[config.mk]
export PLATFORM = sky130hd
export DESIGN_NAME = scl_rate_gen
export DESIGN_NICKNAME = d
export VERILOG_FILES = /design/src/rtl/scl_gen_pkg.sv /design/src/rtl/scl_prescaler.sv /design/src/rtl/scl_line_filter.sv /design/src/rtl/scl_phase_fsm.sv /design/src/rtl/scl_cond_detect.sv /design/src/rtl/scl_rate_gen.sv
export SDC_FILE = /design/constraint.sdc
export NUM_CORES = 1
export LEC_CHECK = 0
export BUFFER_PORTS_ARGS = -buffer_cell sky130_fd_sc_hd__buf_2
export CORE_UTILIZATION = 52
export CTS_CLUSTER_DIAMETER = 60
export DETAILED_ROUTE_END_ITERATION = 8
export GPL_ROUTABILITY_DRIVEN = 1
export PLACE_DENSITY = 0.75
export SLEW_MARGIN = 30
export SYNTH_ARGS = -nofsm -noshare
export SYNTH_HDL_FRONTEND = slang
export SYNTH_SLANG_ARGS = --single-unit
[constraint.sdc]
create_clock -name clk_i -period 2.7 [get_ports clk_i]
set_input_delay 0.27 -clock clk_i [delete_from_list [all_inputs] [get_ports clk_i]]
set_output_delay 0.27 -clock clk_i [all_outputs]
set_load 0.03 [all_outputs]
[src/rtl/scl_gen_pkg.sv]
`timescale 1ns/1ps
package scl_gen_pkg;
  localparam int unsigned SEL_W    = 3;
  localparam int unsigned CNT_W    = 5;
  localparam int unsigned SEL_MAX  = 6;
  localparam int unsigned SYNC_MAX = 3;

  function automatic logic [CNT_W-1:0] floor_one(input logic [CNT_W-1:0] v);
    return (v == '0) ? CNT_W'(1) : v;
  endfunction
endpackage

[src/rtl/scl_prescaler.sv]
`timescale 1ns/1ps
module scl_prescaler
  import scl_gen_pkg::*;
#(
  parameter int unsigned SW = SEL_W,
  parameter int unsigned SM = SEL_MAX
) (
  input  logic          clk_i,
  input  logic          rst_ni,
  input  logic [SW-1:0] sel_i,
  output logic          tick_o,
  output logic          deep_o
);
  localparam int unsigned DW = (SM < 1) ? 1 : SM;

  logic [DW-1:0] div_q;
  logic [DW-1:0] mask;
  logic [SW-1:0] sel_c;

  assign sel_c  = (sel_i > SW'(SM)) ? SW'(SM) : sel_i;
  assign mask   = DW'((1 << sel_c) - 1);
  assign tick_o = ((div_q & mask) == mask);
  // bypassed prescaler takes the deeper synchroniser tap
  assign deep_o = (sel_c == '0);

  always_ff @(posedge clk_i or negedge rst_ni) begin
    if (!rst_ni) div_q <= '0;
    else         div_q <= div_q + DW'(1);
  end


  tick_spacing_chk: assert property (@(posedge clk_i) disable iff (!rst_ni)
    (tick_o && sel_c != '0) |=> (!tick_o || sel_c != $past(sel_c)));
endmodule

[src/rtl/scl_line_filter.sv]
`timescale 1ns/1ps
module scl_line_filter
  import scl_gen_pkg::*;
#(
  parameter int unsigned DEPTH = SYNC_MAX
) (
  input  logic clk_i,
  input  logic rst_ni,
  input  logic tick_i,
  input  logic deep_i,
  input  logic lvl_i,
  output logic lvl_o
);
  logic [DEPTH-1:0] sync_q;
  logic             lvl_q;
  logic             far_s, near_s;

  // deep: 3-stage sync, else 2-stage; filter needs two equal samples
  assign far_s  = deep_i ? sync_q[DEPTH-1] : sync_q[DEPTH-2];
  assign near_s = deep_i ? sync_q[DEPTH-2] : sync_q[DEPTH-3];
  assign lvl_o  = lvl_q;

  always_ff @(posedge clk_i or negedge rst_ni) begin
    if (!rst_ni) begin
      sync_q <= '1;
      lvl_q  <= 1'b1;
    end else if (tick_i) begin
      sync_q <= {sync_q[DEPTH-2:0], lvl_i};
      if (far_s == near_s) lvl_q <= far_s;
    end
  end


  filt_on_tick_chk: assert property (@(posedge clk_i) disable iff (!rst_ni)
    $changed(lvl_q) |-> $past(tick_i));
endmodule

[src/rtl/scl_phase_fsm.sv]
`timescale 1ns/1ps
module scl_phase_fsm
  import scl_gen_pkg::*;
#(
  parameter int unsigned CW = CNT_W
) (
  input  logic          clk_i,
  input  logic          rst_ni,
  input  logic          en_i,
  input  logic          tick_i,
  input  logic          scl_f_i,
  input  logic [CW-1:0] low_t_i,
  input  logic [CW-1:0] high_t_i,
  output logic          scl_low_o,
  output logic          bit_tick_o
);
  logic          low_q, tick_q;
  logic [CW-1:0] cnt_q, tgt;

  assign tgt        = low_q ? low_t_i : high_t_i;
  assign scl_low_o  = low_q;
  assign bit_tick_o = tick_q;

  always_ff @(posedge clk_i or negedge rst_ni) begin
    if (!rst_ni) begin
      low_q  <= 1'b0;
      cnt_q  <= '0;
      tick_q <= 1'b0;
    end else begin
      tick_q <= 1'b0;
      if (!en_i) begin
        low_q <= 1'b0;
        cnt_q <= '0;
      end else if (tick_i) begin
        // count only while the bus shows the driven level
        if (scl_f_i == ~low_q) begin
          if (cnt_q >= tgt - CW'(1)) begin
            low_q  <= ~low_q;
            cnt_q  <= '0;
            tick_q <= ~low_q;
          end else begin
            cnt_q <= cnt_q + CW'(1);
          end
        end else begin
          cnt_q <= '0;
        end
      end
    end
  end


  tick_at_fall_chk: assert property (@(posedge clk_i) disable iff (!rst_ni)
    bit_tick_o |-> (scl_low_o && !$past(scl_low_o)));

  fall_has_tick_chk: assert property (@(posedge clk_i) disable iff (!rst_ni)
    $rose(scl_low_o) |-> bit_tick_o);

  idle_release_chk: assert property (@(posedge clk_i) disable iff (!rst_ni)
    !en_i |=> !scl_low_o);

  edge_on_tick_chk: assert property (@(posedge clk_i) disable iff (!rst_ni)
    ($changed(scl_low_o) && $past(en_i)) |-> $past(tick_i));
endmodule

[src/rtl/scl_cond_detect.sv]
`timescale 1ns/1ps
module scl_cond_detect
  import scl_gen_pkg::*;
#(
  parameter int unsigned CW = CNT_W
) (
  input  logic          clk_i,
  input  logic          rst_ni,
  input  logic          tick_i,
  input  logic          scl_f_i,
  input  logic          sda_f_i,
  input  logic [CW-1:0] high_t_i,
  output logic          start_o,
  output logic          stop_o
);
  logic          sda_prev_q, start_q, stop_q;
  logic [CW-1:0] hi_q;

  assign start_o = start_q;
  assign stop_o  = stop_q;

  always_ff @(posedge clk_i or negedge rst_ni) begin
    if (!rst_ni) begin
      sda_prev_q <= 1'b1;
      hi_q       <= '0;
      start_q    <= 1'b0;
      stop_q     <= 1'b0;
    end else begin
      start_q <= 1'b0;
      stop_q  <= 1'b0;
      if (tick_i) begin
        sda_prev_q <= sda_f_i;
        // saturating count of ticks with SCL high
        hi_q <= scl_f_i ? ((hi_q == '1) ? hi_q : hi_q + CW'(1)) : '0;
        if (scl_f_i && hi_q >= high_t_i) begin
          start_q <= sda_prev_q & ~sda_f_i;
          stop_q  <= ~sda_prev_q & sda_f_i;
        end
      end
    end
  end


  start_when_high_chk: assert property (@(posedge clk_i) disable iff (!rst_ni)
    start_o |-> ($past(scl_f_i) && !$past(sda_f_i)));

  stop_when_high_chk: assert property (@(posedge clk_i) disable iff (!rst_ni)
    stop_o |-> ($past(scl_f_i) && $past(sda_f_i)));
endmodule

[src/rtl/scl_rate_gen.sv]
`timescale 1ns/1ps
module scl_rate_gen
  import scl_gen_pkg::*;
(
  input  logic             clk_i,
  input  logic             rst_ni,
  input  logic             en_i,
  input  logic [SEL_W-1:0] presc_sel_i,
  input  logic [CNT_W-1:0] low_cnt_i,
  input  logic [CNT_W-1:0] high_cnt_i,
  input  logic             scl_i,
  input  logic             sda_i,
  output logic             scl_low_o,
  output logic             bit_tick_o,
  output logic             start_o,
  output logic             stop_o
);
  localparam int unsigned NLINE = 2;

  logic             ref_tick, deep_sync;
  logic [NLINE-1:0] raw_lines, filt_lines;
  logic [CNT_W-1:0] low_t, high_t;

  assign low_t     = floor_one(low_cnt_i);
  assign high_t    = floor_one(high_cnt_i);
  assign raw_lines = {sda_i, scl_i};

  scl_prescaler #(.SW(SEL_W), .SM(SEL_MAX)) u_pre (
    .clk_i  (clk_i),
    .rst_ni (rst_ni),
    .sel_i  (presc_sel_i),
    .tick_o (ref_tick),
    .deep_o (deep_sync)
  );

  for (genvar g = 0; g < NLINE; g++) begin : g_line
    scl_line_filter #(.DEPTH(SYNC_MAX)) u_flt (
      .clk_i  (clk_i),
      .rst_ni (rst_ni),
      .tick_i (ref_tick),
      .deep_i (deep_sync),
      .lvl_i  (raw_lines[g]),
      .lvl_o  (filt_lines[g])
    );
  end

  scl_phase_fsm #(.CW(CNT_W)) u_fsm (
    .clk_i      (clk_i),
    .rst_ni     (rst_ni),
    .en_i       (en_i),
    .tick_i     (ref_tick),
    .scl_f_i    (filt_lines[0]),
    .low_t_i    (low_t),
    .high_t_i   (high_t),
    .scl_low_o  (scl_low_o),
    .bit_tick_o (bit_tick_o)
  );

  scl_cond_detect #(.CW(CNT_W)) u_cond (
    .clk_i    (clk_i),
    .rst_ni   (rst_ni),
    .tick_i   (ref_tick),
    .scl_f_i  (filt_lines[0]),
    .sda_f_i  (filt_lines[1]),
    .high_t_i (high_t),
    .start_o  (start_o),
    .stop_o   (stop_o)
  );
endmodule

==> reports/summary.txt <==
Clk slew on worst S/H paths - 0.11 ns
Most frequent cell on the critical path - buf_4
Post-detailed-route wirelength per cell - 14.5 um
Final hold viol count - 0
Vias - 1460
Tcrit/Tclk final - 0.959
Clk pwr share - 0.313
Final hold slack - 0.144 ns
Hpwl dp - 2.75 mm
Top Ports - 22
Root buffer cell - clkbuf_4
Core Area - 0.00315 sq mm
Clock Latency Late Sink - 0.33 ns
Syn_nets - 216
Syn Inst Count - 183
Max H-tree Level - 2
Element type at the critical path end - flop
# setup viols final - 0
Maximum clock rate - 386 MHz
Top cells by area, synth - dfrtp_1 (28%), dfstp_2 (13%), ha_1 (10%)
Largest net degree at the start of global routing - 30
Vias per cell - 5.59
Setup CP Type - reg2reg
# clock sinks - 29
GRT Residual Overflow - 0
Logic pwr share - 0.138
GPL Wtd Cong - 0.803
Initial Util - 0.567
Synth area leader - dfrtp_1
Sw Ratio - 0.264
Max-Cap Viols - 0
# DRC - 0
Crit start category - flop
Synth top area share - 0.280
WL met2 - 1.93 mm
CTS tree - built
WL final - 3.77 mm
CTS max path bufs - 2
Slowest cell on the critical path - dfrtp_2
Layout Skew - 0.0225 ns
Initial DRC count - 85
Leakage power total - 0.981 nW
Max IR drop VDD - 0.355 mV
Reg2reg setup slack - 0.11 ns
Vert. Die Dim - 60.6 um
Shortest period the worst path allows - 2.59 ns
Met1 WL - 1.68 mm
Synth cell count leaders - nand2_1 (34), dfrtp_1 (20), ha_1 (15), nand3_1 (12)
Yosys reg bits - 29
CTS Buf Count - 5
Sequential power share - 0.549
P_int - 0.648 mW
Most frequent cell after synthesis - nand2_1
Antenna cells - 0
Port bufs - 21
Die area - 0.00368 sq mm
TNS Setup - 0 ns
Synth unique cells - 47
Top routing layer used - met4
Switching power - 0.232 mW
Crit-path cells - buf_4, o21ai_2, ha_2, nand3_1, xnor2_1, nor2_1, a21oi_1, ha_1, a21o_1, a311oi_2, buf_4, a31oi_1, o31ai_2
Worst path required time - 2.95 ns
GRT Total Usage - 0.224
Net count, final - 249
Syn avg cell area - 9.77 sq um
Worst path max stage delay - 0.46 ns
Initial antenna violation count - 0
Floorplan row count - 20
Outcome - finished, final reports clean
Die Wd - 60.6 um
Share of synthesized registers carrying an async set or reset - 1.00
Register area share after synthesis - 0.412
Synth Cell Area - 0.00179 sq mm
WP data arrival - 2.83 ns
First-pass GRT wire length - 6.14 mm
Vias in the first global route - 1424
Proportion of layout cells with a drive suffix above 1 - 0.272
Number of enable flip-flop cells after synthesis - 0
Met3 WL - 120 um
Slew Viols, Final - 0
Synth warn - 0
Layout area overhead - 14.9%
Worst Hold Class - in2reg
Commonest register cell after synthesis - dfrtp_1
Slew @ Worst Pin - 0.623 ns
Crit path max fanout - 5
Number of routed nets with antenna violations - 0
First-pass detailed-route iteration total - 4
Power per cell area - 428 mW/mm^2
Slew headroom - 0.584
path summary, 6_finish.rpt:
| path | startpoint | endpoint | depth (start not counted) |
|---|---|---|---|
| worst max-delay path | u_fsm.scl_low_o | u_fsm.cnt_q[3] | 13 |
| worst max register to register | u_fsm.scl_low_o | u_fsm.cnt_q[3] | 13 |
| worst min-delay path | scl_i | g_line[0].u_flt.sync_q[0] | 3 |
| min in group asynchronous | rst_ni | u_fsm.cnt_q[4] | 2 |
| worst min register to register | g_line[1].u_flt.sync_q[2] | g_line[1].u_flt.sync_q[2] | 2 |
| max in group asynchronous | rst_ni | u_fsm.scl_low_o | 2 |
critical path, delay by kind of cell (launching register included):
kind | cells | cell delay (ns)
AOI/OAI and AO/OA | 6 | 0.93
buffers and inverters | 2 | 0.35
xor gates and xnor gates | 1 | 0.14
adders and majority gates | 2 | 0.48
DFF | 1 | 0.46
and+or+nand+nor | 2 | 0.14
metrics by stage:
step | power, mW | util | setup slack, ns | instances | instance area (sq um)
6_report | 0.880 | 0.652 | 0.111 | 261 | 2050
5_1_grt | 0.921 | 0.652 | -0.0118 | 261 | 2050
3_5_place_dp | 0.610 | 0.621 | -0.121 | 249 | 1960
3_3_place_gp | 0.603 | 0.621 | -0.0118 | 249 | 1960
4_1_cts | 0.885 | 0.642 | 0.0364 | 258 | 2030
2_1_floorplan | 0.563 | - | 0.00155 | 183 | 1800
registers in the layout (all words and copies together) (netlist names), 2 cells and up:
register / count
u_cond.hi_q: 5
g_line.u_flt.sync_q: 6
g_line.u_flt.lvl_o: 2
u_pre.div_q: 6
u_fsm.cnt_q: 5
power by group through the flow:
stage	clock network (mW)	logic, mW	registers [mW]
after floorplan	0	0.0760	0.487
after global placement	0	0.113	0.490
after detailed placement	0	0.119	0.491
after CTS	0.281	0.121	0.483
after global routing	0.297	0.137	0.487
final	0.275	0.122	0.483
timing repair:
item,in CTS,in global routing
endpoints found under the hold margin,20,0
resized for setup,0,2
setup buffers,0,3
endpoints found under the setup margin,0,7
hold buffers,1,0
cell type report:
cell class | instances | area [sq um]
clock buffer | 8 | 58.8
inverter | 9 | 33.8
multi-input combinational | 141 | 993
sequential | 29 | 738
timing repair buffer | 30 | 175
fill | 270 | 1100
tap | 44 | 55.1
layout by cell type (no fill, tap or decap), types with 3 or more instances in the layout:
cell,instances
a21oi_1,5
a31oi_1,3
buf_2,21
buf_4,8
clkbuf_4,5
dfrtp_1,19
dfstp_2,9
ha_1,14
inv_1,9
mux2i_1,4
nand2_1,33
nand2_2,3
nand2b_1,3
nand3_1,12
nand4_1,3
nor2_1,8
nor2b_1,4
o21ai_0,5
xnor2_1,5
xor2_1,4
routing by layer:
metal,track usage,vias to the layer above
li1,-,716
met1,0.287,711
met2,0.392,29
met3,0.0448,4
met4,0.0487,0
met5,0,-
logic make-up (layout without fill, tap and decap cells):
group | after synthesis | after routing | share of synthesized area
AND/OR/NAND/NOR | 77 | 77 | 0.213
AO/OA/AOI/OAI | 35 | 35 | 0.158
flip-flops | 29 | 29 | 0.412
adder cells (fa/ha/maj) | 15 | 15 | 0.105
buffers and inverters | 13 | 47 | 0.0392
XOR/XNOR | 9 | 9 | 0.0441
multiplexers | 5 | 5 | 0.0280
Note: power is estimated with default switching activity, not from simulation.
